## src/rtl/sio_rx_pkg.sv

```systemverilog
package sio_rx_pkg;

   typedef enum logic [2:0] {
      ST_IDLE,
      ST_START,
      ST_DATA,
      ST_PAR,
      ST_STOP1,
      ST_STOP2,
      ST_HOLD
   } rx_state_e;

   // Total bits in one frame: start + data + parity + stop(s).
   function automatic logic [3:0] frame_bits(input logic [1:0] dsel,
                                             input logic       par_en,
                                             input logic       two_stop);
      return 4'd7 + {2'b00, dsel} + {3'b000, par_en} + {3'b000, two_stop};
   endfunction

endpackage

```

## src/rtl/sio_rx_sync.sv

```systemverilog
module sio_rx_sync #(
   parameter int STAGES = 2
) (
   input  logic clk,
   input  logic rst_n,
   input  logic d,
   output logic q
);
   generate
      if (STAGES == 0) begin : g_bypass
         assign q = d;
      end else begin : g_chain
         logic [STAGES-1:0] sr;
         always_ff @(posedge clk or negedge rst_n) begin
            if (!rst_n) sr <= '1;
            else if (STAGES == 1) sr <= d;
            else sr <= {sr[STAGES-2:0], d};
         end
         assign q = sr[STAGES-1];
      end
   endgenerate
endmodule

```

## src/rtl/sio_rx_deser.sv

```systemverilog
module sio_rx_deser
   import sio_rx_pkg::*;
#(
   parameter int OSR = 16
) (
   input  logic       clk,
   input  logic       rst_n,
   input  logic       tick,
   input  logic       rx,
   input  logic [1:0] dsel,
   input  logic       par_en,
   input  logic       par_odd,
   input  logic       two_stop,
   output logic       done,
   output logic [7:0] data,
   output logic       perr,
   output logic       ferr,
   output logic       brk
);
   localparam int TW = $clog2(OSR);
   localparam logic [TW-1:0] T_LAST = TW'(OSR - 1);
   localparam logic [TW-1:0] T_HALF = TW'(OSR / 2 - 1);

   rx_state_e     state;
   logic [TW-1:0] tcnt;
   logic [2:0]    bidx;
   logic [7:0]    shreg;
   logic          any_one;
   logic          par_acc;
   logic          par_bad;
   logic          stop_bad;
   logic [2:0]    last_idx;
   logic [2:0]    shamt;
   logic          centre;

   assign last_idx = 3'd4 + {1'b0, dsel};
   assign shamt    = 3'd3 - {1'b0, dsel};
   assign centre   = tick && (tcnt == T_LAST);

   always_ff @(posedge clk or negedge rst_n) begin
      if (!rst_n) begin
         state    <= ST_IDLE;
         tcnt     <= '0;
         bidx     <= '0;
         shreg    <= '0;
         any_one  <= 1'b0;
         par_acc  <= 1'b0;
         par_bad  <= 1'b0;
         stop_bad <= 1'b0;
         done     <= 1'b0;
         data     <= '0;
         perr     <= 1'b0;
         ferr     <= 1'b0;
         brk      <= 1'b0;
      end else begin
         done <= 1'b0;
         if (tick && state != ST_IDLE && state != ST_HOLD && !centre)
            tcnt <= tcnt + 1'b1;
         unique case (state)
            ST_IDLE: begin
               if (tick && !rx) begin
                  state <= ST_START;
                  tcnt  <= '0;
               end
            end
            ST_START: begin
               if (tick && tcnt == T_HALF) begin
                  tcnt <= '0;
                  if (!rx) begin
                     state    <= ST_DATA;
                     bidx     <= '0;
                     any_one  <= 1'b0;
                     par_acc  <= 1'b0;
                     par_bad  <= 1'b0;
                     stop_bad <= 1'b0;
                  end else begin
                     state <= ST_IDLE;
                  end
               end
            end
            ST_DATA: begin
               if (centre) begin
                  tcnt    <= '0;
                  shreg   <= {rx, shreg[7:1]};
                  any_one <= any_one | rx;
                  par_acc <= par_acc ^ rx;
                  bidx    <= bidx + 1'b1;
                  if (bidx == last_idx) state <= par_en ? ST_PAR : ST_STOP1;
               end
            end
            ST_PAR: begin
               if (centre) begin
                  tcnt    <= '0;
                  par_bad <= par_acc ^ rx ^ par_odd;
                  any_one <= any_one | rx;
                  state   <= ST_STOP1;
               end
            end
            ST_STOP1: begin
               if (centre) begin
                  tcnt <= '0;
                  if (!rx && !any_one) begin
                     done  <= 1'b1;
                     brk   <= 1'b1;
                     perr  <= 1'b0;
                     ferr  <= 1'b0;
                     state <= ST_HOLD;
                  end else if (two_stop) begin
                     stop_bad <= !rx;
                     state    <= ST_STOP2;
                  end else begin
                     done  <= 1'b1;
                     brk   <= 1'b0;
                     data  <= shreg >> shamt;
                     perr  <= par_en & par_bad;
                     ferr  <= !rx;
                     state <= rx ? ST_IDLE : ST_HOLD;
                  end
               end
            end
            ST_STOP2: begin
               if (centre) begin
                  tcnt  <= '0;
                  done  <= 1'b1;
                  brk   <= 1'b0;
                  data  <= shreg >> shamt;
                  perr  <= par_en & par_bad;
                  ferr  <= stop_bad | !rx;
                  state <= rx ? ST_IDLE : ST_HOLD;
               end
            end
            ST_HOLD: begin
               if (tick && rx) state <= ST_IDLE;
            end
            default: state <= ST_IDLE;
         endcase
      end
   end
endmodule

```

## src/rtl/sio_rx_fifo.sv

```systemverilog
module sio_rx_fifo #(
   parameter int WIDTH = 8,
   parameter int DEPTH = 64
) (
   input  logic                       clk,
   input  logic                       rst_n,
   input  logic                       push,
   input  logic [WIDTH-1:0]           wdata,
   input  logic                       pop,
   output logic [WIDTH-1:0]           rdata,
   output logic [$clog2(DEPTH+1)-1:0] count,
   output logic                       full,
   output logic                       empty
);
   localparam int AW = $clog2(DEPTH);
   localparam int CW = $clog2(DEPTH + 1);

   logic [WIDTH-1:0] mem [DEPTH];
   logic [AW-1:0]    wptr;
   logic [AW-1:0]    rptr;
   logic             do_push;
   logic             do_pop;

   assign full    = (count == CW'(DEPTH));
   assign empty   = (count == '0);
   assign do_push = push && !full;
   assign do_pop  = pop && !empty;
   assign rdata   = mem[rptr];

   always_ff @(posedge clk) begin
      if (do_push) mem[wptr] <= wdata;
   end

   always_ff @(posedge clk or negedge rst_n) begin
      if (!rst_n) begin
         wptr  <= '0;
         rptr  <= '0;
         count <= '0;
      end else begin
         if (do_push) wptr <= wptr + 1'b1;
         if (do_pop)  rptr <= rptr + 1'b1;
         if (do_push && !do_pop)      count <= count + 1'b1;
         else if (do_pop && !do_push) count <= count - 1'b1;
      end
   end
endmodule

```

## src/rtl/sio_rx_flow.sv

```systemverilog
module sio_rx_flow #(
   parameter int DEPTH     = 64,
   parameter int RTS_LEVEL = 32,
   parameter int OSR       = 16,
   parameter int TO_WORDS  = 3
) (
   input  logic                       clk,
   input  logic                       rst_n,
   input  logic                       tick,
   input  logic                       new_char,
   input  logic [$clog2(DEPTH+1)-1:0] count,
   input  logic [3:0]                 fbits,
   input  logic                       afc_en,
   output logic                       rts_n,
   output logic                       timeout
);
   localparam int CW      = $clog2(DEPTH + 1);
   localparam int LIM_MAX = 12 * OSR * TO_WORDS;
   localparam int LW      = $clog2(LIM_MAX + 1);

   logic [LW-1:0] limit;
   logic [LW-1:0] idle_cnt;
   logic [CW-1:0] free;
   logic          rts_q;
   logic          is_empty;

   assign limit    = LW'(fbits) * LW'(OSR * TO_WORDS);
   assign free     = CW'(DEPTH) - count;
   assign is_empty = (count == '0);
   assign rts_n    = afc_en ? rts_q : 1'b1;

   always_ff @(posedge clk or negedge rst_n) begin
      if (!rst_n) begin
         idle_cnt <= '0;
         timeout  <= 1'b0;
      end else if (is_empty || new_char) begin
         idle_cnt <= '0;
         timeout  <= 1'b0;
      end else if (tick && !timeout) begin
         if (idle_cnt == limit - 1'b1) timeout <= 1'b1;
         else idle_cnt <= idle_cnt + 1'b1;
      end
   end

   always_ff @(posedge clk or negedge rst_n) begin
      if (!rst_n)                      rts_q <= 1'b0;
      else if (free > CW'(RTS_LEVEL))  rts_q <= 1'b0;
      else if (free < CW'(RTS_LEVEL))  rts_q <= 1'b1;
   end
endmodule

```

## src/rtl/sio_rx_core.sv

```systemverilog
module sio_rx_core
   import sio_rx_pkg::*;
#(
   parameter int DEPTH       = 64,
   parameter int RTS_LEVEL   = 32,
   parameter int OSR         = 16,
   parameter int TO_WORDS    = 3,
   parameter int SYNC_STAGES = 2
) (
   input  logic                       clk,
   input  logic                       rst_n,
   input  logic                       tick16,
   input  logic                       rxd,
   input  logic [1:0]                 fmt_dsel,
   input  logic                       fmt_par_en,
   input  logic                       fmt_par_odd,
   input  logic                       fmt_two_stop,
   input  logic                       afc_en,
   input  logic                       rd_en,
   output logic [7:0]                 rd_data,
   output logic                       rx_empty,
   output logic [$clog2(DEPTH+1)-1:0] rx_count,
   input  logic                       err_rd,
   output logic                       err_overrun,
   output logic                       err_parity,
   output logic                       err_frame,
   output logic                       err_break,
   output logic                       rx_timeout,
   output logic                       rts_n
);
   generate
      if (DEPTH < 2 || (DEPTH & (DEPTH - 1)) != 0) begin : g_bad_depth
         $error("DEPTH must be a power of two of at least 2");
      end
      if (RTS_LEVEL < 1 || RTS_LEVEL >= DEPTH) begin : g_bad_level
         $error("RTS_LEVEL must lie inside the store depth");
      end
      if (OSR < 4 || (OSR & (OSR - 1)) != 0) begin : g_bad_osr
         $error("OSR must be a power of two of at least 4");
      end
      if (TO_WORDS < 1) begin : g_bad_words
         $error("TO_WORDS must be at least 1");
      end
   endgenerate

   logic       rx_s;
   logic       f_done;
   logic [7:0] f_data;
   logic       f_perr;
   logic       f_ferr;
   logic       f_brk;
   logic       full;
   logic       push_ok;
   logic       lost;

   sio_rx_sync #(.STAGES(SYNC_STAGES)) u_sync (
      .clk(clk), .rst_n(rst_n), .d(rxd), .q(rx_s)
   );

   sio_rx_deser #(.OSR(OSR)) u_deser (
      .clk(clk), .rst_n(rst_n), .tick(tick16), .rx(rx_s),
      .dsel(fmt_dsel), .par_en(fmt_par_en), .par_odd(fmt_par_odd),
      .two_stop(fmt_two_stop), .done(f_done), .data(f_data),
      .perr(f_perr), .ferr(f_ferr), .brk(f_brk)
   );

   assign push_ok = f_done && !f_brk && !full;
   assign lost    = f_done && !f_brk && full;

   sio_rx_fifo #(.WIDTH(8), .DEPTH(DEPTH)) u_fifo (
      .clk(clk), .rst_n(rst_n), .push(push_ok), .wdata(f_data),
      .pop(rd_en), .rdata(rd_data), .count(rx_count),
      .full(full), .empty(rx_empty)
   );

   sio_rx_flow #(.DEPTH(DEPTH), .RTS_LEVEL(RTS_LEVEL), .OSR(OSR),
                 .TO_WORDS(TO_WORDS)) u_flow (
      .clk(clk), .rst_n(rst_n), .tick(tick16), .new_char(push_ok),
      .count(rx_count),
      .fbits(frame_bits(fmt_dsel, fmt_par_en, fmt_two_stop)),
      .afc_en(afc_en), .rts_n(rts_n), .timeout(rx_timeout)
   );

   always_ff @(posedge clk or negedge rst_n) begin
      if (!rst_n) begin
         err_overrun <= 1'b0;
         err_parity  <= 1'b0;
         err_frame   <= 1'b0;
         err_break   <= 1'b0;
      end else begin
         err_overrun <= lost                      | (err_overrun & ~err_rd);
         err_parity  <= (f_done & !f_brk & f_perr) | (err_parity  & ~err_rd);
         err_frame   <= (f_done & !f_brk & f_ferr) | (err_frame   & ~err_rd);
         err_break   <= (f_done & f_brk)           | (err_break   & ~err_rd);
      end
   end
endmodule

```

## config.mk

```make
export PLATFORM = sky130hd
export DESIGN_NAME = sio_rx_core
export DESIGN_NICKNAME = d
export VERILOG_FILES = /design/src/rtl/sio_rx_pkg.sv /design/src/rtl/sio_rx_sync.sv /design/src/rtl/sio_rx_deser.sv /design/src/rtl/sio_rx_fifo.sv /design/src/rtl/sio_rx_flow.sv /design/src/rtl/sio_rx_core.sv
export SDC_FILE = /design/constraint.sdc
export NUM_CORES = 1
export LEC_CHECK = 0
export ABC_AREA = 1
export BUFFER_PORTS_ARGS = -buffer_cell sky130_fd_sc_hd__buf_2
export CORE_ASPECT_RATIO = 1.4
export CORE_MARGIN = 2
export CORE_UTILIZATION = 40
export DETAILED_ROUTE_END_ITERATION = 12
export GPL_ROUTABILITY_DRIVEN = 0
export MAX_ROUTING_LAYER = met4
export PLACE_DENSITY_LB_ADDON = 0.2
export SYNTH_ARGS = -nofsm -noshare
export SYNTH_HDL_FRONTEND = slang
export SYNTH_SLANG_ARGS = --single-unit
```

## constraint.sdc

```tcl
create_clock -name clk -period 3 [get_ports clk]
set_clock_uncertainty 0.2 [all_clocks]
set_input_delay 0.3 -clock clk [delete_from_list [all_inputs] [get_ports clk]]
set_output_delay 0.3 -clock clk [all_outputs]
set_load 0.005 [all_outputs]
```

==> run summary, run 1 <==
vias in the first global route = 16,910
fill cell count = 5,480
max-slew violations = 0
commonest non-fill, non-tap cell in the layout = edfxtp_1
final setup vio count = 8
initial antenna violation count = 0
mean post-synth cell area = 11.28 um2
WL final = 69,900 um
VDD IR-drop max = 0.0004611 V
DP Cell Count = 3,095
WHS = -0.01994 ns
Least-Margin Pin Slew = 0.9089 ns
Starting Density = 0.4021
Design Power = 26.48 mW
Post-DP Area = 0.02689 mm2
final worst slack = -0.2687 ns
Post-Syn Area = 0.02483 mm2
status = finished, violations left
register area share after synthesis = 0.6908
Core Footprint = 0.06175 mm2
PwrDens = 874.7 mW/mm2
worst min path class = input pin to flip-flop
multi-input logic area = 0.007268 mm2
I/O pins = 34
row count = 108
RSZ-0062 raised after global routing = true
crit path max-delay cell type = dfrtp_4
Worst Path Arrival = 2.77 ns
crit end category = primary output
die area = 0.06412 mm2
failing checks = negative hold slack, negative setup slack
Rel. slew slack = 0.3941
fmax = 305.9 MHz
Routed Antenna Nets = 0
largest net degree at the start of global routing = 66
warnings from Yosys = 0
number of CTS-inserted buffers = 56
hold path depth = 5
number of I/O port buffers = 33
Vias/cell = 5.345
DRT Pass-1 Iters = 5
Layout Nets = 2,412
commonest cells after routing, fill and taps aside = edfxtp_1, nor2_1, o21ai_0, nand2_1, buf_4
worst-path cell chain = buf_12 > buf_16 > buf_4 > nor2_2 > nor2_1 > o21ai_1 > o211ai_1 > nand3_1 > nand3b_1 > nand2_1 > nand2_2 > buf_6
WS Path Type = flip-flop to primary output
maxcap violations = 0
post-route cell area = 0.03028 mm2
Clock transition at path regs = 0.06 ns
clock tree buffer depth = 3
H-tree depth = 2
static leakage = 10.22 nW
Final period util = 1.090
die height = 298.8 um
crit-path max cell delay = 0.53 ns
CP Data Required Time = 2.50 ns
synth unique cells = 37
Worst Reg-to-Reg Cells = 16
grt total ovfl = 0
wire per inst = 21.52 um
width of the die = 214.6 um
first-pass GRT wire length = 103,300 um
GRT Resource Usage Total = 0.2170
Net Count, Synth = 2,237
Synth-to-Final Area Change = 21.93%
DPL Wire Length = 41,420 um
Post-Place Setup Slack = -0.7232 ns
crit start category = flip-flop
layout cell share with drive strength beyond 1 = 0.1911
Root Buffer Master = clkbuf_16
DRC = 0
clock sink count = 583
post-synthesis register bit count = 583
Gate Count Post-Synth = 2,202
Hold Vio Cnt, Final = 4
critical path fanouts, max = 7
Final Util = 0.4903
DR iter-0 viols = 1,397
final non-filler cell total = 3,248
register area = 0.01718 mm2
Final min period = 3.269 ns
n_diodes = 0
TritonCTS clock tree = yes
DR vias = 17,360
Worst-Skew Late Latency = 0.63 ns
==> state kept, by name, summed over array words and instances, names as in the netlist, 2 cells and up <==
register	flops
u_fifo.mem	512
u_deser.tcnt	4
u_deser.shreg	8
u_deser.bidx	3
u_flow.idle_cnt	10
u_fifo.count	7
u_sync.g_chain.sr	2
u_fifo.wptr	6
u_deser.state	3
u_deser.data	8
u_fifo.rptr	6
==> area by class of cell <==
cell class	count	area share
Clock buffer	70	0.04802
Inverter	110	0.01533
Clock inverter	34	0.01397
Sequential cell	583	0.5673
Tap cell	825	0.03409
Timing Repair inverter	3	0.001818
Multi-Input combinational cell	1394	0.2401
Timing Repair Buffer	229	0.07947
==> power breakdown <==
group          switching [mW]  internal, mW  total (mW)
Clock                    3.08          4.22        7.30
Sequential              0.247          8.89        9.14
Combinational            6.31          3.73        10.0
==> worst max-delay path, delay by kind of cell (launching register included) <==
family | cells | cell delay (ns)
AOI/OAI and AO/OA | 2 | 0.24
and+or+nand+nor | 6 | 0.70
buffers and inverters | 4 | 0.62
DFF | 1 | 0.53
==> timing repair <==
| action | in CTS | in global routing |
|---|---|---|
| endpoints found under the setup margin | 18 | 21 |
| hold endpoints to repair | 71 | 3 |
| pin swaps | 24 | 73 |
| cloned | 9 | 11 |
| buffers inserted | 13 | 7 |
| hold buffers | 9 | 3 |
| gates resized for setup | 88 | 172 |
==> per-stage QoR <==
stage	hold WS [ns]	TNS, ns
after floorplan	-0.1956	-2.768
after global placement	0.1498	-7.186
after detailed placement	0.1482	-7.685
after CTS	0.06057	-3.159
after global routing	0.02083	-2.913
final	-0.01994	-1.850
==> routing by layer <==
layer / up-vias / share of wire / routed length, um / global-route usage
met4: 0 / 0.038 / 2638 / 0.07259
met5: - / 0 / 0 / -
met1: 8668 / 0.39 / 27350 / 0.2575
met2: 455 / 0.53 / 36940 / 0.3864
met3: 119 / 0.043 / 2975 / 0.02209
li1: 8120 / - / - / -
==> final timing paths <==
| path | endpoint | slack (ns) | from |
|---|---|---|---|
| worst max-delay path | rd_data[5] | -0.27 | u_fifo.rptr[0] |
| worst min-delay path | u_deser.data[1] | -0.02 | fmt_dsel[1] |
| max in group asynchronous | u_fifo.wptr[3] | 1.83 | rst_n |
| min in group asynchronous | u_deser.shreg[0] | 0.11 | rst_n |
| worst max register to register | u_fifo.count[6] | 0.24 | u_fifo.count[0] |
| worst min register to register | u_sync.g_chain.sr[1] | 0.16 | u_sync.g_chain.sr[0] |
==> kinds of logic after synthesis <==
| logic type | Yosys count | synth area share |
|---|---|---|
| adder cells (fa/ha/maj) | 23 | 0.01280 |
| XOR/XNOR | 26 | 0.009170 |
| flip-flops | 583 | 0.6908 |
| buffers and inverters | 226 | 0.03960 |
| AO/OA/AOI/OAI | 462 | 0.1026 |
| AND/OR/NAND/NOR | 882 | 0.1450 |
==> synthesized netlist by cell type (all sizes together) <==
master	instances	area share
edfxtp	512	0.62
nor2	453	0.069
o21ai	316	0.064
nand2	270	0.041
nand3	109	0.022
inv	106	0.016
dfrtp	69	0.070
o211ai	69	0.021
clkbuf	64	0.0097
buf	52	0.013
a21oi	36	0.0073
o22ai	34	0.0086
nand4	24	0.0060
xor2	22	0.0078
ha	19	0.0096
nand3b	12	0.0036
nor3	9	0.0022
clkinv	4	0.00060
fa	4	0.0032
or2	4	0.0010
xnor2	4	0.0014
o31ai	3	0.0011
a31oi	2	0.00050
dfstp	2	0.0021
a21o	1	0.00030
nor4	1	0.00025
o2111ai	1	0.00035
No activity file was read; power rests on OpenSTA's default activity.
==> run 2: changes to the inputs <==
--- a/config.mk
+++ b/config.mk
@@ -16,4 +16,5 @@
 export PLACE_DENSITY_LB_ADDON = 0.2
 export SYNTH_ARGS = -nofsm -noshare
 export SYNTH_HDL_FRONTEND = slang
+export SYNTH_HIERARCHICAL = 1
 export SYNTH_SLANG_ARGS = --single-unit
==> run 2 against run 1 <==
  * The flow now finishes without violations
  * Count of clock-buffer cells in the layout up 5
  * Sequential power grew 1%
  * Wire length increased by 3.9%
  * Sequential cell count unchanged
  * Critical path type unchanged
  * Critical endpoint is now rd_data[4]
  * Largest cell class unchanged
==> run summary, run 2 <==
status = finished clean
layout cell share with drive strength beyond 1 = 0.1835 (-0.007543)
largest net degree at the start of global routing = 74 (+12%)
Starting Density = 0.4050 (+0.002901)
number of CTS-inserted buffers = 57 (+1.8%)
asr flop ratio synth = 0.1218 (unchanged)
Reg with most FFs = u_fifo/mem
grt total ovfl = 0 (unchanged)
Synth-to-Final Area Change = 21.13%
RSZ-0062 raised after global routing = true
CP Data Required Time = 2.50 ns (about the same)
RR Endpoint = u_fifo/count[6]
post-synth top area cell = edfxtp_1
Reg-to-Reg Start = u_fifo/count[5]
warnings from Yosys = 6 (+6)
maxcap violations = 0 (unchanged)
DPL Wire Length = 42,880 um (+3.5%)
DRT Pass-1 Iters = 6 (+1)
Vias/cell = 5.172 (-3.2%)
Rel. slew slack = 0.4933 (+0.09922)
number of I/O port buffers = 33 (unchanged)
PwrDens = 890.8 mW/mm2 (+1.8%)
Net Count, Synth = 2,633 (+18%)
Worst-Skew Late Latency = 0.65 ns (+0.02 ns)
TritonCTS clock tree = yes
wire per inst = 19.98 um (-7.1%)
Post-Syn Area = 0.02614 mm2 (+5.3%)
Root Buffer Master = clkbuf_16
Core Footprint = 0.06455 mm2 (+4.5%)
most common cell in the synthesized netlist = nand2_1
die height = 306.5 um (+2.6%)
worst-path cell chain = buf_12 > inv_12 > buf_8 > nand2_1 > nand2_1 > nand2_1 > nand3_1 > nand3_1 > nand2_1 > nand3_2 > nand2_2 > buf_6
initial antenna violation count = 0 (unchanged)
critical path fanouts, max = 13 (+6)
max reg flops = 512 (unchanged)
crit-path max cell delay = 0.52 ns (about the same)
static leakage = 12.81 nW (+25%)
Worst Setup EP = rd_data[4]
Worst Reg-to-Reg Cells = 13 (-3)
commonest cells after routing, fill and taps aside = nand2_1, edfxtp_1, nand3_1, inv_1, nor2_1
DR vias = 18,810 (+8.3%)
DP Cell Count = 3,487 (+13%)
worst min path class = input pin to flip-flop
Reg2Reg Setup Slack = 0.21 ns (-0.03 ns)
first-pass GRT wire length = 108,900 um (+5.4%)
vias in the first global route = 18,650 (+10%)
synth unique cells = 48 (+30%)
Crit path top cell by count = nand2_1
Worst Path Arrival = 2.50 ns (-0.27 ns)
row count = 110 (+1.9%)
register area share after synthesis = 0.6561 (-0.03465)
Layout Nets = 2,783 (+15%)
WS Path Type = flip-flop to primary output
predominant post-synthesis flop cell = edfxtp_1
Synth top cells by count = nand2_1, edfxtp_1, nand3_1, inv_1, nor2_1
I/O pins = 34 (unchanged)
Routed Antenna Nets = 0 (unchanged)
biggest regs = u_fifo/mem: 512 flops, u_flow/idle_cnt: 10 flops
Final min period = 2.997 ns (-0.2716 ns)
max-slew violations = 0 (unchanged)
Clock transition at path regs = 0.06 ns (about the same)
VDD IR-drop max = 0.0005329 V (+16%)
crit path max-delay cell type = dfrtp_4
GRT Resource Usage Total = 0.2199 (+0.002905)
commonest non-fill, non-tap cell in the layout = nand2_1
EDFF count, synth = 512 (unchanged)
post-synthesis register bit count = 583 (unchanged)
crit start category = flip-flop
final non-filler cell total = 3,636 (+12%)
CP startpoint = u_fifo/rptr[0]
die area = 0.06745 mm2 (+5.2%)
Gate Count Post-Synth = 2,598 (+18%)
crit end category = primary output
final setup vio count = 0 (-8)
DRC = 0 (unchanged)
fill cell count = 5,758 (+5.1%)
width of the die = 220.1 um (+2.6%)
H-tree depth = 2 (unchanged)
DR iter-0 viols = 1,333 (-4.6%)
clock tree buffer depth = 3 (unchanged)
Hold Vio Cnt, Final = 0 (-4)
clock sink count = 583 (unchanged)
setup_tns = 0 ns (+1.850 ns)
Final period util = 0.9990 (-0.09054)
post-synth top area share = 0.5881 (-0.03105)
fmax = 333.7 MHz (+9.1%)
Least-Margin Pin Slew = 0.7601 ns (-0.1488 ns)
mean post-synth cell area = 10.06 um2 (-11%)
WL final = 72,660 um (+3.9%)
Synth area leaders = edfxtp_1, nand2_1, dfrtp_1, nand3_1, inv_1
run 2: changes by cell type in the layout (fill, tap and decap cells not counted), moves of 32 or more:
cell and change:
o211ai_1 -44, nand3_1 +193, o21ai_0 -216, inv_1 +138, nor2_1 -258, buf_4 -32
nand3_2 +35, nand2_1 +591
run 2: logic make-up (layout without fill, tap and decap cells):
kind of cell / count (synthesis) / after routing / synth area share
AO/OA/AOI/OAI: 139 / 139 / 0.03020
XOR/XNOR: 28 / 28 / 0.009380
adder cells (fa/ha/maj): 23 / 23 / 0.01187
buffers and inverters: 364 / 560 / 0.05690
flip-flops: 583 / 583 / 0.6561
other: 0 / 1 / 0
AND/OR/NAND/NOR: 1461 / 1462 / 0.2355
run 2: per-layer routing:
metal,GRT usage,wire length [um],part of all wire,up-vias
li1,-,-,-,8940
met1,0.2614,28590,0.39,9148
met2,0.3785,37460,0.52,564
met3,0.02809,3459,0.048,155
met4,0.08600,3154,0.043,0
met5,-,0,0,-
run 2: timing repair:
action                                  4_1_cts  5_1_grt
buffers inserted                              9        4
gates cloned                                 16       10
resized for setup                           123      131
hold buffers                                  7        0
endpoints found under the hold margin        64        0
pin swaps                                    34       63
endpoints found under the setup margin        8       22
run 2: cell type report:
cell class / instances / area [um2] / area share
antenna: 1 / 2.502 / 0.00007902
clock buffer: 75 / 1555 / 0.04911
clock inverter: 31 / 286.5 / 0.009047
inverter: 252 / 1010 / 0.03188
multi-input combinational: 1652 / 8219 / 0.2595
sequential: 583 / 17170 / 0.5423
tap: 840 / 1051 / 0.03319
timing repair buffer: 200 / 2340 / 0.07388
timing repair inverter: 2 / 32.53 / 0.001027
run 2: metrics by stage:
step | total power, mW | setup WS, ns | util | hold slack, ns | area (um2)
6_report | 28.21 | 0.002940 | 0.4906 | 0.01733 | 31670
3_3_place_gp | 18.34 | -0.4870 | 0.4358 | 0.1480 | 28130
5_1_grt | 29.75 | -0.07301 | 0.4906 | 0.03582 | 31670
2_1_floorplan | 15.30 | -0.1284 | - | -0.1956 | 26200
3_5_place_dp | 18.43 | -0.5389 | 0.4358 | 0.1498 | 28130
4_1_cts | 27.41 | -0.01434 | 0.4808 | 0.004444 | 31040
run 2: power by group:
part	internal, mW	total (mW)	leakage, nW	switching (mW)
registers	8.98	9.26	4.53	0.283
clock network	3.93	7.06	0.891	3.14
logic	4.40	11.9	7.38	7.49
total	17.3	28.2	12.8	10.9
run 2: worst min path at each step:
stage / start / end / slack, ns / cells past startpoint
CTS: fmt_dsel[1] / u_deser/data[5] / 0.004 / 5
finish: fmt_dsel[1] / u_deser/data[5] / 0.02 / 5
global route: fmt_dsel[1] / u_deser/data[4] / 0.04 / 5
floorplan: rst_n / err_break / -0.20 / 0
detailed placement: u_sync/g_chain.sr[0] / u_sync/g_chain.sr[1] / 0.15 / 0
global placement: u_sync/g_chain.sr[0] / u_sync/g_chain.sr[1] / 0.15 / 0
run 2: critical path, delay by kind of cell, from the launching register on:
kind | cells | cell delay [ns]
AND/OR/NAND/NOR | 8 | 0.78
buffers and inverters | 4 | 0.57
flip-flops | 1 | 0.52
==> run 3: changes to the inputs <==
--- a/config.mk
+++ b/config.mk
@@ -9,9 +9,10 @@
 export BUFFER_PORTS_ARGS = -buffer_cell sky130_fd_sc_hd__buf_2
 export CORE_ASPECT_RATIO = 1.4
 export CORE_MARGIN = 2
-export CORE_UTILIZATION = 40
+export CORE_UTILIZATION = 30
 export DETAILED_ROUTE_END_ITERATION = 12
 export GPL_ROUTABILITY_DRIVEN = 0
+export GPL_TIMING_DRIVEN = 0
 export MAX_ROUTING_LAYER = met4
 export PLACE_DENSITY_LB_ADDON = 0.2
 export SYNTH_ARGS = -nofsm -noshare
==> run 3 against run 2 <==
  * Sequential cell count stayed put
  * Hold slack lost 0.070 ns
  * Power increased by 3.9%
  * Clock power is 4.7% higher
  * Highest routed layer unchanged
  * First-iteration DRC count up 8.9%
  * Die area up 33%
  * Count of clock-buffer cells in the layout decreased by 1
  * Core utilization down 12 points
  * The flow now finishes with violations (negative hold slack, negative setup slack)
==> run summary, run 3 (synthesis gave the netlist of run 2 again) <==
DP Cell Count = 3,806 (+9.1%)
Least-Margin Pin Slew = 0.9880 ns (+0.2279 ns)
Routed Antenna Nets = 0 (unchanged)
Worst-Skew Late Latency = 0.65 ns (about the same)
I/O pins = 34 (unchanged)
final worst slack = -0.1139 ns (-0.1169 ns)
Final min period = 3.114 ns (+0.1169 ns)
crit start category = flip-flop
Hold Vio Cnt, Final = 2 (+2)
GRT Resource Usage Total = 0.1945 (-0.02543)
Reg-to-Reg Start = u_fifo/count[1]
failing checks = negative hold slack, negative setup slack
worst min path class = input pin to flip-flop
CP Data Required Time = 2.50 ns (about the same)
die height = 353.3 um (+15%)
layout cell share with drive strength beyond 1 = 0.1925 (+0.008945)
WHS = -0.05277 ns (-0.07010 ns)
PwrDens = 913.3 mW/mm2 (+2.5%)
WS Path Type = flip-flop to primary output
multi-input logic area = 0.008635 mm2 (+5.1%)
DRT Pass-1 Iters = 6 (unchanged)
hold path depth = 6 (+1)
fmax = 321.1 MHz (-3.8%)
max reg flops = 512 (unchanged)
commonest cells after routing, fill and taps aside = nand2_1, edfxtp_1, nand3_1, inv_1, nor2_1
H-tree depth = 2 (unchanged)
Synth-to-Final Area Change = 22.81%
status = finished, violations left
initial antenna violation count = 0 (unchanged)
clock tree buffer depth = 3 (unchanged)
biggest regs = u_fifo/mem: 512 flops, u_flow/idle_cnt: 10 flops
width of the die = 253.5 um (+15%)
VDD IR-drop max = 0.0004593 V (-14%)
Reg with most FFs = u_fifo/mem
Clock transition at path regs = 0.07 ns (about the same)
commonest non-fill, non-tap cell in the layout = nand2_1
n_diodes = 0 (-1)
DR vias = 18,960 (+0.80%)
Vias/cell = 4.781 (-7.6%)
crit end category = primary output
wire per inst = 21.63 um (+8.3%)
hold_sp = fmt_dsel[0]
critical path fanouts, max = 10 (-3)
Reg2Reg Setup Slack = 0.11 ns (-0.10 ns)
Worst Path Arrival = 2.61 ns (+0.11 ns)
vias in the first global route = 18,720 (+0.41%)
first-pass GRT wire length = 123,300 um (+13%)
Layout Nets = 2,782 (-0.036%)
Starting Density = 0.3017 (-0.1033)
RSZ-0062 raised after global routing = true
clock sink count = 583 (unchanged)
number of I/O port buffers = 33 (unchanged)
max-slew violations = 0 (unchanged)
grt total ovfl = 0 (unchanged)
final setup vio count = 8 (+8)
register area = 0.01719 mm2 (about the same)
Rel. slew slack = 0.3395 (-0.1538)
DR iter-0 viols = 1,451 (+8.9%)
largest net degree at the start of global routing = 66 (-11%)
TritonCTS clock tree = yes
final non-filler cell total = 3,965 (+9.0%)
Core Footprint = 0.08664 mm2 (+34%)
number of CTS-inserted buffers = 57 (unchanged)
DRC = 0 (unchanged)
maxcap violations = 0 (unchanged)
fill cell count = 8,548 (+48%)
Final period util = 1.038 (+0.03896)
CP startpoint = u_fifo/rptr[0]
static leakage = 12.58 nW (-1.8%)
die area = 0.08956 mm2 (+33%)
DPL Wire Length = 58,790 um (+37%)
WL final = 85,780 um (+18%)
Worst Reg-to-Reg Cells = 14 (+1)
row count = 128 (+16%)
Root Buffer Master = clkbuf_16
[run 3: cell types whose count changed in the layout (fill, tap and decap cells not counted), sizes merged]
cell / before / now
bufinv: 3 / 7
diode: 1 / 0
bufbuf: 2 / 0
clkinv: 28 / 23
inv: 247 / 251
buf: 184 / 156
dlygate4sd3: 7 / 13
clkbuf: 82 / 105
clkinvlp: 7 / 5
[run 3: worst max-delay path, cell delays in order (launching register included)]
cell and delay, ns:
dfrtp_2 0.48, buf_6 0.18, clkbuf_16 0.19, buf_12 0.16, nand2_1 0.06, nand2_1 0.06, nand2_1 0.04, nand3_1 0.14
nand3_2 0.16, nand2_1 0.10, nand3_1 0.08, nand2_2 0.17, buf_2 0.14
[run 3: final timing paths]
check                                        to
hold / removal                  u_deser/data[5]
hold reg to reg            u_sync/g_chain.sr[1]
setup reg to reg                u_fifo/count[3]
max in group asynchronous  u_sync/g_chain.sr[0]
setup / recovery                     rd_data[7]
min in group asynchronous        u_fifo/rptr[3]
[run 3: per-stage QoR]
stage / util / worst slack [ns] / setup TNS [ns] / total power [mW] / area [um2]
final: 0.3706 / -0.1139 / -0.5996 / 29.32 / 32110
after global routing: 0.3706 / -0.2073 / -1.583 / 30.70 / 32110
after CTS: 0.3617 / -0.3446 / -16.17 / 28.65 / 31340
after detailed placement: 0.3227 / -0.7160 / -212.59 / 19.48 / 27960
after global placement: 0.3212 / -0.9773 / -244.49 / 19.44 / 27830
after floorplan: - / -0.1284 / -1.240 / 15.30 / 26200
[run 3: cell type report]
class / instances / share of cell area
inverter: 252 / 0.03059
clock buffer: 74 / 0.04735
buffer: 112 / 0.03507
sequential: 583 / 0.5353
clock inverter: 33 / 0.01185
timing repair buffer: 88 / 0.02513
multi-input combinational: 1652 / 0.2689
tap: 1170 / 0.04559
timing repair inverter: 1 / 0.0001948
[run 3: routing by layer]
layer,global-route usage,share of wire
met5,-,0
met4,0.1057,0.064
met3,0.02314,0.043
met2,0.3405,0.52
met1,0.2141,0.38
[run 3: repair_timing]
action	4_1_cts	5_1_grt
gates cloned	2	4
pin swaps	24	35
hold endpoints to repair	85	4
hold buffers	12	2
gates resized for setup	362	144
setup endpoints to repair	519	279
buffers inserted	22	10
[run 3: power breakdown]
part           internal [mW]  leakage, nW  switching (mW)
clock network           4.19        0.913            3.20
registers               8.98         4.53           0.284
logic                   4.26         7.14            8.41
